<file path="config.mk">
export PLATFORM = sky130hd
export DESIGN_NAME = i2c_strap_target
export DESIGN_NICKNAME = d
export VERILOG_FILES = /design/src/rtl/i2c_tgt_pkg.sv /design/src/rtl/i2c_line_sync.sv /design/src/rtl/i2c_strap_addr.sv /design/src/rtl/i2c_ready_timer.sv /design/src/rtl/i2c_strap_target.sv
export SDC_FILE = /design/constraint.sdc
export NUM_CORES = 1
export LEC_CHECK = 0
export BUFFER_PORTS_ARGS = -buffer_cell sky130_fd_sc_hd__buf_2
export CELL_PAD_IN_SITES_DETAIL_PLACEMENT = 0
export CELL_PAD_IN_SITES_GLOBAL_PLACEMENT = 2
export CORE_MARGIN = 2
export CORE_UTILIZATION = 35
export DETAILED_ROUTE_END_ITERATION = 10
export HOLD_SLACK_MARGIN = 0.12
export PLACE_DENSITY = 0.87
export SLEW_MARGIN = 20
export SYNTH_ARGS = -nofsm -noshare
export SYNTH_HDL_FRONTEND = slang
export SYNTH_SLANG_ARGS = --single-unit
</file>
<file path="constraint.sdc">
create_clock -name clk -period 2.05 [get_ports clk]
set_input_delay 0.1025 -clock clk [delete_from_list [all_inputs] [get_ports clk]]
set_output_delay 0.1025 -clock clk [all_outputs]
set_load 0.05 [all_outputs]
</file>
<file path="src/rtl/i2c_tgt_pkg.sv">
package i2c_tgt_pkg;

  localparam int ADDR_W = 7;
  localparam int BYTE_W = 8;
  localparam int BIT_CW = $clog2(BYTE_W);

  typedef enum logic [2:0] {
    ST_IDLE,
    ST_ADDR,
    ST_ACK,
    ST_WBYTE,
    ST_RBYTE,
    ST_RACK,
    ST_SKIP
  } tgt_state_t;

  // Irregular strap-to-address table.
  function automatic logic [ADDR_W-1:0] strap_to_addr(input logic [2:0] s);
    logic [ADDR_W-1:0] a;
    case (s)
      3'd0:    a = 7'h61;
      3'd1:    a = 7'h62;
      3'd2:    a = 7'h64;
      3'd3:    a = 7'h65;
      3'd4:    a = 7'h2C;
      3'd5:    a = 7'h2D;
      3'd6:    a = 7'h2E;
      default: a = 7'h2F;
    endcase
    return a;
  endfunction

  // General call and 10-bit prefixes are never claimed.
  function automatic logic addr_reserved(input logic [ADDR_W-1:0] a);
    return (a == '0) || (a[ADDR_W-1:ADDR_W-5] == 5'b11110);
  endfunction

endpackage

</file>
<file path="src/rtl/i2c_line_sync.sv">
module i2c_line_sync #(
  parameter int STAGES = 2
) (
  input  logic clk,
  input  logic rst,
  input  logic scl_i,
  input  logic sda_i,
  output logic sda_s,
  output logic scl_rise,
  output logic scl_fall,
  output logic start_det,
  output logic stop_det
);

  localparam int LINES = 2;

  logic [LINES-1:0] raw;
  logic [LINES-1:0] synced;
  logic [LINES-1:0] prev;

  assign raw = {sda_i, scl_i};

  genvar g;
  generate
    for (g = 0; g < LINES; g++) begin : g_line
      logic [STAGES-1:0] chain;
      always_ff @(posedge clk) begin
        if (rst) chain <= '1;
        else     chain <= {chain[STAGES-2:0], raw[g]};
      end
      assign synced[g] = chain[STAGES-1];
    end
  endgenerate

  always_ff @(posedge clk) begin
    if (rst) prev <= '1;
    else     prev <= synced;
  end

  assign sda_s     = synced[1];
  assign scl_rise  = synced[0] & ~prev[0];
  assign scl_fall  = ~synced[0] & prev[0];
  assign start_det = synced[0] & prev[0] & prev[1] & ~synced[1];
  assign stop_det  = synced[0] & prev[0] & ~prev[1] & synced[1];

endmodule

</file>
<file path="src/rtl/i2c_strap_addr.sv">
module i2c_strap_addr
  import i2c_tgt_pkg::*;
(
  input  logic              clk,
  input  logic              rst,
  input  logic [2:0]        strap,
  output logic [ADDR_W-1:0] own_addr
);

  always_ff @(posedge clk) begin
    if (rst) own_addr <= strap_to_addr(3'd0);
    else     own_addr <= strap_to_addr(strap);
  end

endmodule

</file>
<file path="src/rtl/i2c_ready_timer.sv">
module i2c_ready_timer #(
  parameter int READY_CYCLES = 12500
) (
  input  logic clk,
  input  logic rst,
  output logic ready
);

  localparam int CW = $clog2(READY_CYCLES + 1);

  logic [CW-1:0] cnt;

  always_ff @(posedge clk) begin
    if (rst) begin
      cnt   <= '0;
      ready <= 1'b0;
    end else if (!ready) begin
      cnt <= cnt + 1'b1;
      if (cnt == CW'(READY_CYCLES - 1)) ready <= 1'b1;
    end
  end

endmodule

</file>
<file path="src/rtl/i2c_strap_target.sv">
module i2c_strap_target
  import i2c_tgt_pkg::*;
#(
  parameter int SYNC_STAGES  = 2,
  parameter int READY_CYCLES = 12500
) (
  input  logic              clk,
  input  logic              rst,
  input  logic              spi_sel,
  input  logic [2:0]        strap,
  input  logic              scl_i,
  input  logic              sda_i,
  output logic              sda_oe,
  output logic              xfer_start,
  output logic              xfer_rd,
  output logic              wr_valid,
  output logic [BYTE_W-1:0] wr_data,
  output logic              rd_take,
  input  logic [BYTE_W-1:0] rd_data
);

  localparam logic [BIT_CW-1:0] LAST_BIT = BIT_CW'(BYTE_W - 1);

  logic              sda_s, scl_rise, scl_fall, start_det, stop_det;
  logic [ADDR_W-1:0] own_addr;
  logic              ready;

  tgt_state_t        state;
  logic [BIT_CW-1:0] bit_cnt;
  logic [BYTE_W-1:0] shreg;
  logic [BYTE_W-1:0] sh_next;
  logic              ack_on;
  logic              rd_mode;
  logic              m_ack;
  logic              addr_hit;

  i2c_line_sync #(.STAGES(SYNC_STAGES)) u_sync (
    .clk       (clk),
    .rst       (rst),
    .scl_i     (scl_i),
    .sda_i     (sda_i),
    .sda_s     (sda_s),
    .scl_rise  (scl_rise),
    .scl_fall  (scl_fall),
    .start_det (start_det),
    .stop_det  (stop_det)
  );

  i2c_strap_addr u_addr (
    .clk      (clk),
    .rst      (rst),
    .strap    (strap),
    .own_addr (own_addr)
  );

  i2c_ready_timer #(.READY_CYCLES(READY_CYCLES)) u_ready (
    .clk   (clk),
    .rst   (rst),
    .ready (ready)
  );

  assign sh_next  = {shreg[BYTE_W-2:0], sda_s};
  assign addr_hit = ready
                  && (sh_next[BYTE_W-1:1] == own_addr)
                  && !addr_reserved(sh_next[BYTE_W-1:1]);

  always_ff @(posedge clk) begin
    if (rst) begin
      state      <= ST_IDLE;
      bit_cnt    <= '0;
      shreg      <= '0;
      ack_on     <= 1'b0;
      rd_mode    <= 1'b0;
      m_ack      <= 1'b0;
      sda_oe     <= 1'b0;
      xfer_start <= 1'b0;
      xfer_rd    <= 1'b0;
      wr_valid   <= 1'b0;
      wr_data    <= '0;
      rd_take    <= 1'b0;
    end else begin
      xfer_start <= 1'b0;
      wr_valid   <= 1'b0;
      rd_take    <= 1'b0;
      if (spi_sel) begin
        state  <= ST_IDLE;
        sda_oe <= 1'b0;
      end else if (start_det) begin
        state   <= ST_ADDR;
        bit_cnt <= '0;
        sda_oe  <= 1'b0;
      end else if (stop_det) begin
        state  <= ST_IDLE;
        sda_oe <= 1'b0;
      end else begin
        case (state)
          ST_ADDR: if (scl_rise) begin
            shreg   <= sh_next;
            bit_cnt <= bit_cnt + 1'b1;
            if (bit_cnt == LAST_BIT) begin
              if (addr_hit) begin
                xfer_start <= 1'b1;
                xfer_rd    <= sh_next[0];
                rd_mode    <= sh_next[0];
                ack_on     <= 1'b0;
                state      <= ST_ACK;
              end else begin
                state <= ST_SKIP;
              end
            end
          end
          ST_ACK: if (scl_fall) begin
            if (!ack_on) begin
              ack_on <= 1'b1;
              sda_oe <= 1'b1;
            end else begin
              ack_on  <= 1'b0;
              bit_cnt <= '0;
              if (rd_mode) begin
                shreg   <= rd_data;
                rd_take <= 1'b1;
                sda_oe  <= ~rd_data[BYTE_W-1];
                state   <= ST_RBYTE;
              end else begin
                sda_oe <= 1'b0;
                state  <= ST_WBYTE;
              end
            end
          end
          ST_WBYTE: if (scl_rise) begin
            shreg   <= sh_next;
            bit_cnt <= bit_cnt + 1'b1;
            if (bit_cnt == LAST_BIT) begin
              wr_valid <= 1'b1;
              wr_data  <= sh_next;
              ack_on   <= 1'b0;
              state    <= ST_ACK;
            end
          end
          ST_RBYTE: if (scl_fall) begin
            bit_cnt <= bit_cnt + 1'b1;
            if (bit_cnt == LAST_BIT) begin
              sda_oe <= 1'b0;
              state  <= ST_RACK;
            end else begin
              shreg  <= {shreg[BYTE_W-2:0], 1'b0};
              sda_oe <= ~shreg[BYTE_W-2];
            end
          end
          ST_RACK: begin
            if (scl_rise) m_ack <= ~sda_s;
            if (scl_fall) begin
              if (m_ack) begin
                shreg   <= rd_data;
                rd_take <= 1'b1;
                sda_oe  <= ~rd_data[BYTE_W-1];
                bit_cnt <= '0;
                state   <= ST_RBYTE;
              end else begin
                state <= ST_SKIP;
              end
            end
          end
          ST_SKIP: sda_oe <= 1'b0;
          default: state <= ST_IDLE;
        endcase
      end
    end
  end

endmodule

</file>
==> impl_results.md <==
- Status: completed
- CP Launch Type: register
- VDD IR-drop max: 0.000511 V
- Row count: 31
- Slew Limit Fails: 0
- Initial antenna violation count: 0
- Synth top area share: about 43%
- Pre-antenna DRT Iters: 4
- Post-synth EDFFs: 0
- Final WL: ~5.6 mm
- Critical-path top delay cell: or3b_1
- Yosys synthesis warning count: 0
- CTS tree: built
- Post-synth net total: 309
- Mapped Avg Cell Area: between 8 and 9 µm²
- Routed vias: between 2000 and 2500
- Synthesized flop and latch total: 54
- Final setup viols: 0
- Area occupied by multi-input gates: between 1000 and 1500 µm²
- Fin crit period: around 1.9 ns
- Area leader, netlist: dfxtp_1
- Wire per inst: roughly 13 µm
- Max-cap violations: 0
- Worst EP required: approximately 2.3 ns
- Final core utilization: 41.8%
- Area Overhead vs Synth: 17.5%
- Synth top area cells: dfxtp_1 (43%), nor2_1 (7.4%), mux2i_1 (6.3%)
- Switching share of power: approximately a quarter
- Port buffer count: 28
- Max_slew headroom: 64.2%
- Maximum clock rate: roughly 540 MHz
- Residual DRC: 0
- WP buf/inv: 1
- Layout cells sized above 1: between 20% and 30%
- Leading cell type by number of instances after synthesis: dfxtp_1
- Pwr dens: 649 nW/µm²
- Worst-path cell chain: buf_4 > nand2b_1 > nor2_1 > a211oi_2 > a21oi_2 > or3b_1 > a21oi_1
- Synth Cell Area: 2540 µm²
- HPWL Detailed: around 4.0 mm
- CP top delay family: simple AND/OR/NAND/NOR gates
- Critical path capture point type: register
- Core area: 7140 µm²
- R2r setup slk: ~0.19 ns
- Worst path max stage delay: roughly 0.4 ns
- Clock power share: 29.8%
- Seq pwr share: between 50% and 60%
- Fin nets: 350
- Max Root-Sink Buffers: 2
- Clock Pin Slew Worst Setup and Hold Paths: 0.10 ns
- Ys async rst share: 0%
- LEAKAGE: around 1.3 nW
- Measured slew at the worst slew-check pin: 0.532 ns
- Die H: slightly below 90 µm
- CP max FO: 14
- Final cell count without fillers: 430
- Detailed router's first-iteration violation count: 95
- Min-Delay Path Class: primary input to register
- FILL cells: between 700 and 800
- Vias/cell: about 5
- Worst Skew: 0.00914 ns
- Inserted Diodes: 0
- Horiz. Die Dim: about 89 µm
- First-pass GRT wire length: around 9.4 mm
- Total Neg Setup Slack: 0 ns
- FF+latch area: between 1000 and 1500 µm²
- H-tree depth: 2
- Unique masters post-synth: 59
- Cts bufs inserted: 5
- Placed cells: roughly 420
- Total congestion overflow: 0
- Post-synth top flop: dfxtp_1
- Register area share after synthesis: 42.6%
- Pre-CTS WS: 0.146 ns
- Vias in the first global route: between 1500 and 2000
- Critical path type: register to register
- Final antenna-violating net count: 0
- Clk root buf: clkbuf_8
- Synth top cells by count: dfxtp_1 (54), nor2_1 (50), nand2_1 (23)
- Worst setup margin: around 0.19 ns
- Fin crit share: just over 90%
- P_sw: approximately 0.5 mW
- Worst skew pair latency: about 0.30 ns
- Initial Util: between 30% and 40%
- Final hold vios: 0
- I/O pin cnt: 29
- WHS: between 0.15 and 0.2 ns
- GPL Wtd Cong: between 0.9 and 1
- Logic pwr share: around an eighth
- Internal: about 1.4 mW
- Worst Path Arrival: 2.10 ns
- Num Clock Sinks: between 50 and 60
- Synthesized instance count: between 200 and 300
- Largest net degree at the start of global routing: 38
- RSZ-0062 raised after global routing: no
- Die area: about 8000 µm²
- Gr usage total: between 10% and 20%
==> layout by cell type (no fill, tap or decap), types with 6 or more instances in the layout <==
master / instances
a21oi_1: 16
buf_2: 28
buf_4: 12
dfxtp_1: 52
dlygate4sd3_1: 7
inv_1: 7
mux2_2: 6
mux2i_1: 16
nand2_1: 23
nand3_1: 6
nand4_1: 6
nor2_1: 50
o21ai_0: 9
xnor2_1: 9
xor2_1: 8
==> power by group through the flow <==
| stage | registers [mW] | logic (mW) | clock network, mW |
|---|---|---|---|
| floorplan | 1.12 | 0.182 | 0 |
| global placement | 1.13 | 0.247 | 0 |
| detailed placement | 1.13 | 0.245 | 0 |
| CTS | 1.10 | 0.257 | 0.602 |
| global route | 1.11 | 0.286 | 0.645 |
| finish | 1.10 | 0.256 | 0.577 |
==> cell type report <==
class,instances,share of cell area [%]
Clock buffer,6,2.43
Clock inverter,1,0.252
Inverter,7,0.881
Multi-Input combinational cell,216,45.9
Sequential cell,54,36.3
Tap cell,99,4.15
Timing Repair Buffer,47,10.1
==> registers in the layout (all words and copies together), names as in the netlist, 2 cells and up <==
signal,count
u_ready.cnt,14
u_sync.prev,2
bit_cnt,3
u_sync.g_line.chain,4
u_addr.own_addr,5
wr_data,8
shreg,7
state,3
==> routing by layer <==
layer,vias up,track usage (%),routed length (µm),part of all wire [%]
met1,995,20.6,2760,50
met4,0,4.21,52,0.94
met2,38,23.8,2580,46
li1,1096,-,-,-
met3,6,3.23,167,3.0
met5,-,0,0,0
==> timing repair <==
action,4_1_cts,5_1_grt
hold buffers,7,0
gates resized for setup,0,2
setup endpoints to repair,0,2
hold endpoints to repair,10,0
buffers inserted,0,0
==> worst min-delay path: stages <==
cell     delay [ns]
buf_2          0.07
mux2_2         0.13
mux2i_1        0.06
nor2_1         0.07
==> logic make-up (layout without fill, tap and decap cells) <==
family	Yosys count	after routing	share of synthesized area (%)
muxes	22	22	8.97
adders and majority gates	3	3	1.48
AOI/OAI and AO/OA	50	50	13.4
DFF	54	54	42.6
and+or+nand+nor	124	124	24.2
buffers and inverters	20	61	3.45
xor gates and xnor gates	17	17	5.87
==> path summary, 6_finish.rpt <==
| path | start | end | cells after the start |
|---|---|---|---|
| setup / recovery | state[0]$_SDFFE_PP0P_ | bit_cnt[2]$_SDFFE_PP0P_ | 7 |
| hold / removal | rd_data[3] | shreg[3]$_SDFFE_PP0P_ | 4 |
| setup reg to reg | state[0]$_SDFFE_PP0P_ | bit_cnt[2]$_SDFFE_PP0P_ | 7 |
| hold reg to reg | u_sync.g_line[1].chain[0]$_SDFF_PP1_ | u_sync.g_line[1].chain[1]$_SDFF_PP1_ | 1 |
==> stage by stage <==
step	area [µm²]	total power, mW
after detailed placement	2830	1.37
final	2980	1.94
after floorplan	2540	1.30
after global routing	2980	2.04
after CTS	2980	1.96
after global placement	2830	1.38
Note: power is estimated with default switching activity, not from simulation.
